===== src/rtl/stim_pkg.sv =====
package stim_pkg;

    localparam int unsigned ELEC_W = 4;
    localparam int unsigned AMP_W  = 8;
    localparam int unsigned WORD_W = 16;

    typedef enum logic [2:0] {
        SQ_IDLE,
        SQ_CATH,
        SQ_GAP,
        SQ_ANOD,
        SQ_TX_A,
        SQ_TX_B
    } seq_state_t;

    typedef enum logic [1:0] {
        PH_NONE = 2'b00,
        PH_CATH = 2'b01,
        PH_ANOD = 2'b10
    } phase_t;

    typedef struct packed {
        logic [ELEC_W-1:0] elec;
        logic [AMP_W-1:0]  amp;
    } pulse_desc_t;

    function automatic logic [WORD_W-1:0] pack_word(pulse_desc_t d, phase_t ph);
        pack_word = WORD_W'({d.elec, ph, d.amp});
    endfunction

endpackage


===== src/rtl/stim_pacer.sv =====
module stim_pacer #(
    parameter int unsigned NUM_CH   = 16,
    parameter int unsigned PERIOD_W = 16
) (
    input  logic                clk,
    input  logic                rst,
    input  logic                run,
    input  logic [PERIOD_W-1:0] period,
    input  logic [NUM_CH-1:0]   active,
    input  logic [NUM_CH-1:0]   grant,
    output logic [NUM_CH-1:0]   pending
);

    for (genvar g = 0; g < NUM_CH; g++) begin : g_ch
        logic [PERIOD_W-1:0] cnt_q;
        logic                pend_q;

        always_ff @(posedge clk) begin
            if (rst) begin
                cnt_q  <= '0;
                pend_q <= 1'b0;
            end else if (run) begin
                if (!active[g]) begin
                    cnt_q  <= period;
                    pend_q <= 1'b0;
                end else if (cnt_q == '0) begin
                    cnt_q  <= period;
                    pend_q <= 1'b1;
                end else begin
                    cnt_q <= cnt_q - 1'b1;
                    if (grant[g]) pend_q <= 1'b0;
                end
            end
        end

        assign pending[g] = pend_q;
    end

endmodule


===== src/rtl/stim_sequencer.sv =====
module stim_sequencer
    import stim_pkg::*;
#(
    parameter int unsigned NUM_CH = 16,
    parameter int unsigned DUR_W  = 8,
    localparam int unsigned CH_W  = $clog2(NUM_CH)
) (
    input  logic                              clk,
    input  logic                              rst,
    input  logic                              run,
    input  logic [NUM_CH-1:0]                 pending,
    input  logic [DUR_W-1:0]                  dur,
    input  logic [NUM_CH-1:0][ELEC_W-1:0]     elec_map,
    input  logic [NUM_CH-1:0][AMP_W-1:0]      amp_tab,
    input  logic                              tx_done,
    output logic [NUM_CH-1:0]                 grant,
    output logic [1:0]                        stim_phase,
    output logic [ELEC_W-1:0]                 stim_elec,
    output logic [AMP_W-1:0]                  stim_amp,
    output logic                              tx_start,
    output logic [WORD_W-1:0]                 tx_word
);

    seq_state_t         state_q;
    logic [DUR_W-1:0]   tcnt_q;
    pulse_desc_t        cur_q;
    logic               start_q;
    logic               pick_any;
    logic [CH_W-1:0]    pick_idx;
    logic [DUR_W-1:0]   dur_ld;

    assign dur_ld = (dur == '0) ? '0 : dur - 1'b1;

    always_comb begin
        pick_any = 1'b0;
        pick_idx = '0;
        for (int i = NUM_CH - 1; i >= 0; i--) begin
            if (pending[i]) begin
                pick_any = 1'b1;
                pick_idx = CH_W'(i);
            end
        end
        grant = '0;
        if (state_q == SQ_IDLE && run && pick_any) grant[pick_idx] = 1'b1;
    end

    always_ff @(posedge clk) begin
        if (rst) begin
            state_q <= SQ_IDLE;
            tcnt_q  <= '0;
            cur_q   <= '0;
            start_q <= 1'b0;
        end else if (run) begin
            start_q <= 1'b0;
            unique case (state_q)
                SQ_IDLE: if (pick_any) begin
                    cur_q.elec <= elec_map[pick_idx];
                    cur_q.amp  <= amp_tab[pick_idx];
                    tcnt_q     <= dur_ld;
                    state_q    <= SQ_CATH;
                end
                SQ_CATH: begin
                    if (tcnt_q == '0) state_q <= SQ_GAP;
                    else              tcnt_q  <= tcnt_q - 1'b1;
                end
                SQ_GAP: begin
                    tcnt_q  <= dur_ld;
                    state_q <= SQ_ANOD;
                end
                SQ_ANOD: begin
                    if (tcnt_q == '0) begin
                        state_q <= SQ_TX_A;
                        start_q <= 1'b1;
                    end else begin
                        tcnt_q <= tcnt_q - 1'b1;
                    end
                end
                SQ_TX_A: if (tx_done) begin
                    state_q <= SQ_TX_B;
                    start_q <= 1'b1;
                end
                SQ_TX_B: if (tx_done) state_q <= SQ_IDLE;
                default: state_q <= SQ_IDLE;
            endcase
        end
    end

    always_comb begin
        stim_phase = PH_NONE;
        if (state_q == SQ_CATH) stim_phase = PH_CATH;
        if (state_q == SQ_ANOD) stim_phase = PH_ANOD;
    end

    assign stim_elec = (stim_phase != PH_NONE) ? cur_q.elec : '0;
    assign stim_amp  = (stim_phase != PH_NONE) ? cur_q.amp  : '0;
    assign tx_start  = start_q;
    assign tx_word   = pack_word(cur_q, (state_q == SQ_TX_B) ? PH_ANOD : PH_CATH);

endmodule


===== src/rtl/stim_spi_tx.sv =====
module stim_spi_tx #(
    parameter int unsigned W = 16,
    localparam int unsigned CW = $clog2(W)
) (
    input  logic         clk,
    input  logic         rst,
    input  logic         run,
    input  logic         start,
    input  logic [W-1:0] word,
    output logic         sclk,
    output logic         mosi,
    output logic         cs_n,
    output logic         done
);

    logic          busy_q;
    logic          half_q;
    logic [CW-1:0] bit_q;
    logic [W-1:0]  sh_q;
    logic          done_q;

    always_ff @(posedge clk) begin
        if (rst) begin
            busy_q <= 1'b0;
            half_q <= 1'b0;
            bit_q  <= '0;
            sh_q   <= '0;
            done_q <= 1'b0;
        end else if (run) begin
            done_q <= 1'b0;
            if (!busy_q) begin
                if (start) begin
                    busy_q <= 1'b1;
                    half_q <= 1'b0;
                    bit_q  <= '0;
                    sh_q   <= word;
                end
            end else if (!half_q) begin
                half_q <= 1'b1;
            end else begin
                half_q <= 1'b0;
                if (bit_q == CW'(W - 1)) begin
                    busy_q <= 1'b0;
                    done_q <= 1'b1;
                end else begin
                    bit_q <= bit_q + 1'b1;
                    sh_q  <= sh_q << 1;
                end
            end
        end
    end

    assign sclk = busy_q & half_q;
    assign mosi = busy_q & sh_q[W-1];
    assign cs_n = ~busy_q;
    assign done = done_q;

endmodule


===== src/rtl/stim_pulse_sequencer.sv =====
module stim_pulse_sequencer
    import stim_pkg::*;
#(
    parameter int unsigned NUM_CH   = 16,
    parameter int unsigned PERIOD_W = 16,
    parameter int unsigned DUR_W    = 8,
    parameter int unsigned CFG_DW   = 16,
    localparam int unsigned CH_W    = $clog2(NUM_CH),
    localparam int unsigned CFG_AW  = CH_W + 1
) (
    input  logic              clk,
    input  logic              rst,
    input  logic              cfg_we,
    input  logic [CFG_AW-1:0] cfg_addr,
    input  logic [CFG_DW-1:0] cfg_wdata,
    input  logic              amp_we,
    input  logic [CH_W-1:0]   amp_ch,
    input  logic [AMP_W-1:0]  amp_data,
    input  logic              bypass,
    input  logic              host_sclk,
    input  logic              host_mosi,
    input  logic              host_cs_n,
    output logic [1:0]        stim_phase,
    output logic [ELEC_W-1:0] stim_elec,
    output logic [AMP_W-1:0]  stim_amp,
    output logic              spi_sclk,
    output logic              spi_mosi,
    output logic              spi_cs_n,
    output logic              tx_done
);

    logic [PERIOD_W-1:0]               period_q;
    logic [DUR_W-1:0]                  dur_q;
    logic [NUM_CH-1:0]                 active_q;
    logic [NUM_CH-1:0][ELEC_W-1:0]     map_q;
    logic [NUM_CH-1:0][AMP_W-1:0]      amp_q;
    logic [NUM_CH-1:0]                 pending;
    logic [NUM_CH-1:0]                 grant;
    logic                              run;
    logic                              tx_start;
    logic [WORD_W-1:0]                 tx_word;
    logic                              int_sclk, int_mosi, int_cs_n, int_done;

    assign run = ~bypass;

    always_ff @(posedge clk) begin
        if (rst) begin
            period_q <= PERIOD_W'(999);
            dur_q    <= DUR_W'(4);
            active_q <= '0;
            for (int i = 0; i < NUM_CH; i++) begin
                map_q[i] <= ELEC_W'(i);
                amp_q[i] <= '0;
            end
        end else begin
            if (cfg_we) begin
                if (cfg_addr[CFG_AW-1]) begin
                    map_q[cfg_addr[CH_W-1:0]] <= cfg_wdata[ELEC_W-1:0];
                end else begin
                    case (cfg_addr[CH_W-1:0])
                        CH_W'(0): period_q <= cfg_wdata[PERIOD_W-1:0];
                        CH_W'(1): dur_q    <= cfg_wdata[DUR_W-1:0];
                        CH_W'(2): active_q <= cfg_wdata[NUM_CH-1:0];
                        default: ;
                    endcase
                end
            end
            if (amp_we) amp_q[amp_ch] <= amp_data;
        end
    end

    stim_pacer #(.NUM_CH(NUM_CH), .PERIOD_W(PERIOD_W)) u_pacer (
        .clk     (clk),
        .rst     (rst),
        .run     (run),
        .period  (period_q),
        .active  (active_q),
        .grant   (grant),
        .pending (pending)
    );

    stim_sequencer #(.NUM_CH(NUM_CH), .DUR_W(DUR_W)) u_seq (
        .clk        (clk),
        .rst        (rst),
        .run        (run),
        .pending    (pending),
        .dur        (dur_q),
        .elec_map   (map_q),
        .amp_tab    (amp_q),
        .tx_done    (int_done),
        .grant      (grant),
        .stim_phase (stim_phase),
        .stim_elec  (stim_elec),
        .stim_amp   (stim_amp),
        .tx_start   (tx_start),
        .tx_word    (tx_word)
    );

    stim_spi_tx #(.W(WORD_W)) u_tx (
        .clk   (clk),
        .rst   (rst),
        .run   (run),
        .start (tx_start),
        .word  (tx_word),
        .sclk  (int_sclk),
        .mosi  (int_mosi),
        .cs_n  (int_cs_n),
        .done  (int_done)
    );

    assign spi_sclk = bypass ? host_sclk : int_sclk;
    assign spi_mosi = bypass ? host_mosi : int_mosi;
    assign spi_cs_n = bypass ? host_cs_n : int_cs_n;
    assign tx_done  = int_done & ~bypass;

endmodule


===== config.mk =====
export PLATFORM = sky130hd
export DESIGN_NAME = stim_pulse_sequencer
export DESIGN_NICKNAME = d
export VERILOG_FILES = /design/src/rtl/stim_pkg.sv /design/src/rtl/stim_pacer.sv /design/src/rtl/stim_sequencer.sv /design/src/rtl/stim_spi_tx.sv /design/src/rtl/stim_pulse_sequencer.sv
export SDC_FILE = /design/constraint.sdc
export NUM_CORES = 2
export LEC_CHECK = 0
export CORE_MARGIN = 10
export CORE_UTILIZATION = 52
export CTS_CLUSTER_SIZE = 25
export DETAILED_ROUTE_END_ITERATION = 8
export GPL_ROUTABILITY_DRIVEN = 0
export PLACE_DENSITY = 0.69
export RECOVER_POWER = 50
export SLEW_MARGIN = 20
export SYNTH_ARGS = -nofsm -noshare
export SYNTH_HDL_FRONTEND = slang
export SYNTH_SLANG_ARGS = --single-unit

===== constraint.sdc =====
create_clock -name clk -period 3.8 [get_ports clk]
set_clock_uncertainty 0.15 [all_clocks]
set_input_delay 0.95 -clock clk [delete_from_list [all_inputs] [get_ports clk]]
set_output_delay 0.95 -clock clk [all_outputs]
set_load 0.05 [all_outputs]

Yosys cells after proc, flatten, opt, wreduce, memory -nomap -nowiden --
Index checks and enable logic that the tools add are counted.
Cells by class: bitwise gates (word level) 6, add/sub/neg operators 19, reduce and logical (&&, ||, !) cells 54, equality and inequality tests 32, order comparisons 6, muxes and demuxes 164
Operators with widths (number):
- 16-bit 2-to-1 mux | 37
- 16-bit logical NOT | 16
- 16-bit by 1-bit subtractor with 16-bit output, second input constant | 16
- 128-bit bitwise mux | 1
- 4-bit 2-to-1 mux | 23
- 1-bit 2-to-1 mux | 81
- 64-bit bitwise mux | 1
- 8-bit 2-to-1 mux | 6
- 3-bit by 1-bit != test with 1-bit output, second input constant | 16
- 2-bit AND reduction | 18
- 8-bit binary-select mux with 4-bit select | 1
- 8-bit demux with 4-bit select | 1
- 8-bit one-hot mux with 3 select lines | 1
- 3-bit one-hot mux with 6 select lines | 1
- 4-bit binary-select mux with 4-bit select | 1
- 4-bit demux with 4-bit select | 1
- 8-bit logical NOT | 2
- 8-bit by 1-bit subtractor with 8-bit output, second input constant | 2
- 4-bit by 5-bit < comparator with 1-bit output, second input constant | 3
- 3-bit 2-to-1 mux | 5
- 4-bit by 1-bit greater-or-equal comparator with 1-bit output, second input constant | 3
- 3-bit AND reduction | 4
- 2-bit by 1-bit != test with 1-bit output, second input constant | 5
- 4-bit AND reduction | 2
- 20 further kinds | 34
Word-level totals: output and inout port bits 18, input bits 41, register bits 551, word-level logic and storage cells 358

Depth between registers and ports, before layout --
depth in word-level cells 24, gate-level depth with buffers 12

By module --
A second synthesis with hierarchy kept.
Second synthesis, totals: cells, all modules 3704, area, all modules 31099.8 um^2
Modules (own cells, without submodules):
- stim_pacer | times used 1, cells each 2293, area an instance 17469.3 um^2
- stim_pulse_sequencer | times used 1, cells each 851, area an instance 9203.8 um^2
- stim_sequencer | times used 1, cells each 420, area an instance 3191.8 um^2
- stim_spi_tx | times used 1, cells each 140, area an instance 1234.9 um^2

Worst setup path before layout --
Ideal clock, no wire load.
kind in2out, start input port bypass, end output port spi_sclk, buffers on the path 4, stages on the path 5, slack -0.157 ns, arrival 2.857 ns, cell sequence clkbuf_1 > clkbuf_1 > clkbuf_1 > buf_1 > o21ai_0
On the way: cells in the longest elaborated chain, start to end 1
RTL lines:
- start: declaration | RTL line stim_pulse_sequencer.sv:19 | input logic bypass,
- 1-bit 2-to-1 mux | RTL line stim_pulse_sequencer.sv:111 | assign spi_sclk = bypass ? host_sclk : int_sclk;
- end: declaration | RTL line stim_pulse_sequencer.sv:26 | output logic spi_sclk,
Every way passes these cells.

Worst setup path after layout --
start register u_seq.state_q[2], end output port stim_phase[0]
On the way: cells in the longest elaborated chain, start to end 3, elaborated cells between the ends (all ways) 4
RTL lines:
- start: declaration | RTL line stim_sequencer.sv:24 | seq_state_t state_q;
- start signal: assignment | RTL line stim_sequencer.sv:49 | state_q <= SQ_IDLE;
- start signal: assignment | RTL line stim_sequencer.sv:60 | state_q <= SQ_CATH;
- start signal: assignment | RTL line stim_sequencer.sv:63 | if (tcnt_q == '0) state_q <= SQ_GAP;
- 3-bit by 1-bit == test with 1-bit output | RTL line stim_sequencer.sv:90 | if (state_q == SQ_CATH) stim_phase = PH_CATH;
- 1-bit 2-to-1 mux | RTL line stim_sequencer.sv:90
- 2-bit 2-to-1 mux * | RTL line stim_sequencer.sv:91 | if (state_q == SQ_ANOD) stim_phase = PH_ANOD;
- end: declaration | RTL line stim_pulse_sequencer.sv:23 | output logic [1:0] stim_phase,
Mark *: on every way between the ends. The rest lies on a longest branch, timed or not.

==> flow_metrics.py <==
metrics = {
    "synthesis": {
        "ys.flop_type": "dfxtp_1",
        "synth_area_leaders": "dfxtp_1 (38%), nor2_1 (10%), mux2i_1 (7.0%)",
        "avgSynthCellArea_um2": 7.45,
        "synth-async-reset-ratio_pct": 0,
        "synth_fp_nets": 3925,
        "ys_ff_latch": 551,
        "syn_area_um2": 28700,
        "synth_cell_types": 77,
        "yosys.area.top_type_share_pct": 38.5,
        "postSynthCellCount": 3848,
        "yosys_warnings": 0,
        "synth_common_cells": "nor2_1 (785), dfxtp_1 (551), nand2_1 (384)",
        "yosysMostFrequentCell": "nor2_1",
        "yosysSeqAreaShare_pct": 38.5,
        "synth_edf_count": 0,
        "yosysTopAreaCell": "dfxtp_1",
    },
    "finish": {
        "nets": 3844,
        "layout-drive-gt1-share_pct": 5.79,
        "stdcell_count": 4512,
        "n_antenna_cell": 0,
        "fin_util_pct": 58.6,
        "nFillCells": 5117,
        "syn2layout_area_growth_pct": 10.9,
    },
    "route": {
        "ant_nets": 0,
        "initialDrtViolationCount": 2537,
        "remaining_drc_errors": 0,
        "dr.pass1.iters": 9,
        "via_count": 27319,
        "viasPerCell": 6.05,
        "wl_um": 85400,
        "post_drt_wl_per_cell_um": 18.9,
    },
    "pwr": {
        "power_density_nw_per_um2": 425,
        "power.leakage_nw": 12.2,
        "power_mw": 13.5,
        "peakVddDrop_v": 0.000404,
    },
    "die": {
        "rows": 85,
        "core-area_um2": 54200,
        "io_pins": 59,
        "start_util_pct": 52.8,
        "die_w_um": 255,
        "die_h_um": 255,
        "dieArea_um2": 64900,
    },
    "sta": {
        "finalHoldViolCount": 0,
        "rsz0062_at_grt": "no",
        "fmax_mhz": 281,
        "maxSlewHeadroom_pct": 7.99,
        "setup_ws_ns": 0.246,
        "finalCriticalPeriod_ns": 3.55,
        "setup_tns_ns": 0,
        "worst_pin_slew_ns": 1.38,
        "report.final.slew_viol_count": 0,
        "finalSetupViolCount": 0,
        "finalCritPeriodShare_pct": 93.5,
    },
    "critical_path": {
        "critical_path_required_ns": 2.70,
        "critPathMaxFanout": 12,
        "crit_family": "buffers and inverters",
        "crit_slowest_cell": "clkdlybuf4s50_1",
        "crit_chain": "nand2b_1, nor2_1, clkdlybuf4s50_1",
        "cp-end-kind": "output port",
        "arrival_ns": 2.45,
        "crit_type": "flop to output port",
        "max_stage_delay_ns": 0.85,
        "critPathLaunchType": "flop",
        "worst-path-buf-inv": 1,
    },
    "clock_network": {
        "ctsHoldBuffers": 0,
        "clk_pin_slew_worst_paths_ns": 0.06,
        "clk-insertion-delay-late_ns": 0.64,
        "numClockSinks": 551,
        "cts_tree": "yes",
        "cts_buffers": 59,
        "clk_path_buf_depth": 3,
        "h-tree-depth": 2,
        "cts_root_buf": "clkbuf_16",
    },
    "worst_hold_path": {
        "hp-class": "flop to flop",
    },
    "flow_run": {
        "max-cap-violations": 0,
    },
    "placed_design": {
        "post-place-ws_ns": 0.358,
        "io_buffer_count": 58,
        "dp_hpwl_um": 54800,
        "dp_cells": 4402,
    },
    "global_routing": {
        "grt_pass1_vias": 24627,
        "grt_max_degree": 232,
        "grt_use_total_pct": 25.7,
        "antenna_found_initial": 3,
        "grt_pass1_wl_um": 136000,
        "grt_overflow": 0,
    },
    "status": {
        "status": "finished, final reports clean",
    },
}
## per-stage QoR
stage,hold WS [ns],cell area (um2)
final,0.324,31800
after global routing,0.343,31800
after CTS,0.323,31800
after detailed placement,0.304,29800
after global placement,0.297,29700
after floorplan,0.280,28700
## worst min-delay path, stage by stage, from the launching register on
cell and delay, ns:
dfxtp_1 0.32, mux2i_1 0.06, nand2_1 0.06
## kinds of logic after synthesis
kind of cell / Yosys count / share of synthesized area (%)
xor+xnor: 7 / 0.214
buf+inv: 357 / 4.85
mux: 206 / 7.22
compound gates: 1018 / 21.8
flops: 551 / 38.5
fa+ha+maj: 36 / 1.57
simple gates: 1673 / 25.8
## what timing repair did
item / 4_1_cts / 5_1_grt
buffers inserted: 0 / 0
endpoints found under the setup margin: 0 / 12
gates resized for setup: 0 / 12
## cells in the final DEF, fill, tap and decap left out, types with 29 or more instances in the layout
master and instances:
nor4_1 56, a31oi_1 40, nor2_1 784, clkbuf_16 59, a22oi_1 60, inv_1 70, ha_1 36, nand3_1 84
mux2i_1 201, nand4_1 33, nor3_1 147, o21a_1 40, nand2_1 384, dfxtp_1 547, and2_1 29, buf_4 64
clkdlybuf4s50_1 36, a222oi_1 32, a211oi_1 83, o21ai_0 257, a21oi_1 362
## sequential cells by signal (all words and copies together) (netlist names)
register and cells:
u_seq.tcnt_q 8, map_q 64, active_q 16, u_pacer.g_ch.cnt_q 256
amp_q 128, period_q 16, u_tx.busy_q 1, u_tx.half_q 1
u_tx.done 1, u_tx.sh_q 16, dur_q 8, u_seq.tx_start 1
u_tx.bit_q 4, u_seq.state_q 3, u_pacer.g_ch.pend_q 16, u_seq.tx_word 12
## cell type report
class	count	area (um2)	share of cell area [%]
clock inverters	27	377	1.18
flip-flops and latches	551	11000	34.7
clock buffers	83	1720	5.40
multi-input cells	2940	16200	51.1
well taps	696	871	2.74
repair buffers	143	1280	4.04
inverters	72	275	0.866
## metal layers
layer / GRT usage, % / routed length [um] / vias to the layer above
met4: 12.1 / 3940 / 0
li1: - / - / 13456
met1: 34.3 / 38000 / 12824
met2: 41.1 / 38600 / 865
met3: 2.65 / 4900 / 174
met5: 0 / 0 / -
## power by group
| part | internal (mW) | switching [mW] | total [mW] |
|---|---|---|---|
| sequential | 5.94 | 0.181 | 6.12 |
| combinational | 0.446 | 0.818 | 1.26 |
| clock | 3.63 | 2.50 | 6.13 |
| total | 10.0 | 3.50 | 13.5 |
## final timing paths
kind / startpoint / endpoint / slack [ns] / cells past startpoint
worst min-delay path: map_q[50]$_SDFFE_PP1P_ / map_q[50]$_SDFFE_PP1P_ / 0.32 / 2
worst max register to register: u_pacer.g_ch[9].pend_q$_SDFFE_PP0P_ / u_seq.tx_word[5]$_SDFFE_PP0P_ / 0.38 / 9
worst min register to register: map_q[50]$_SDFFE_PP1P_ / map_q[50]$_SDFFE_PP1P_ / 0.32 / 2
worst max-delay path: u_seq.state_q[2]$_SDFFE_PP0P_ / stim_phase[0] / 0.25 / 3
Power figures use the tool's default switching activity.
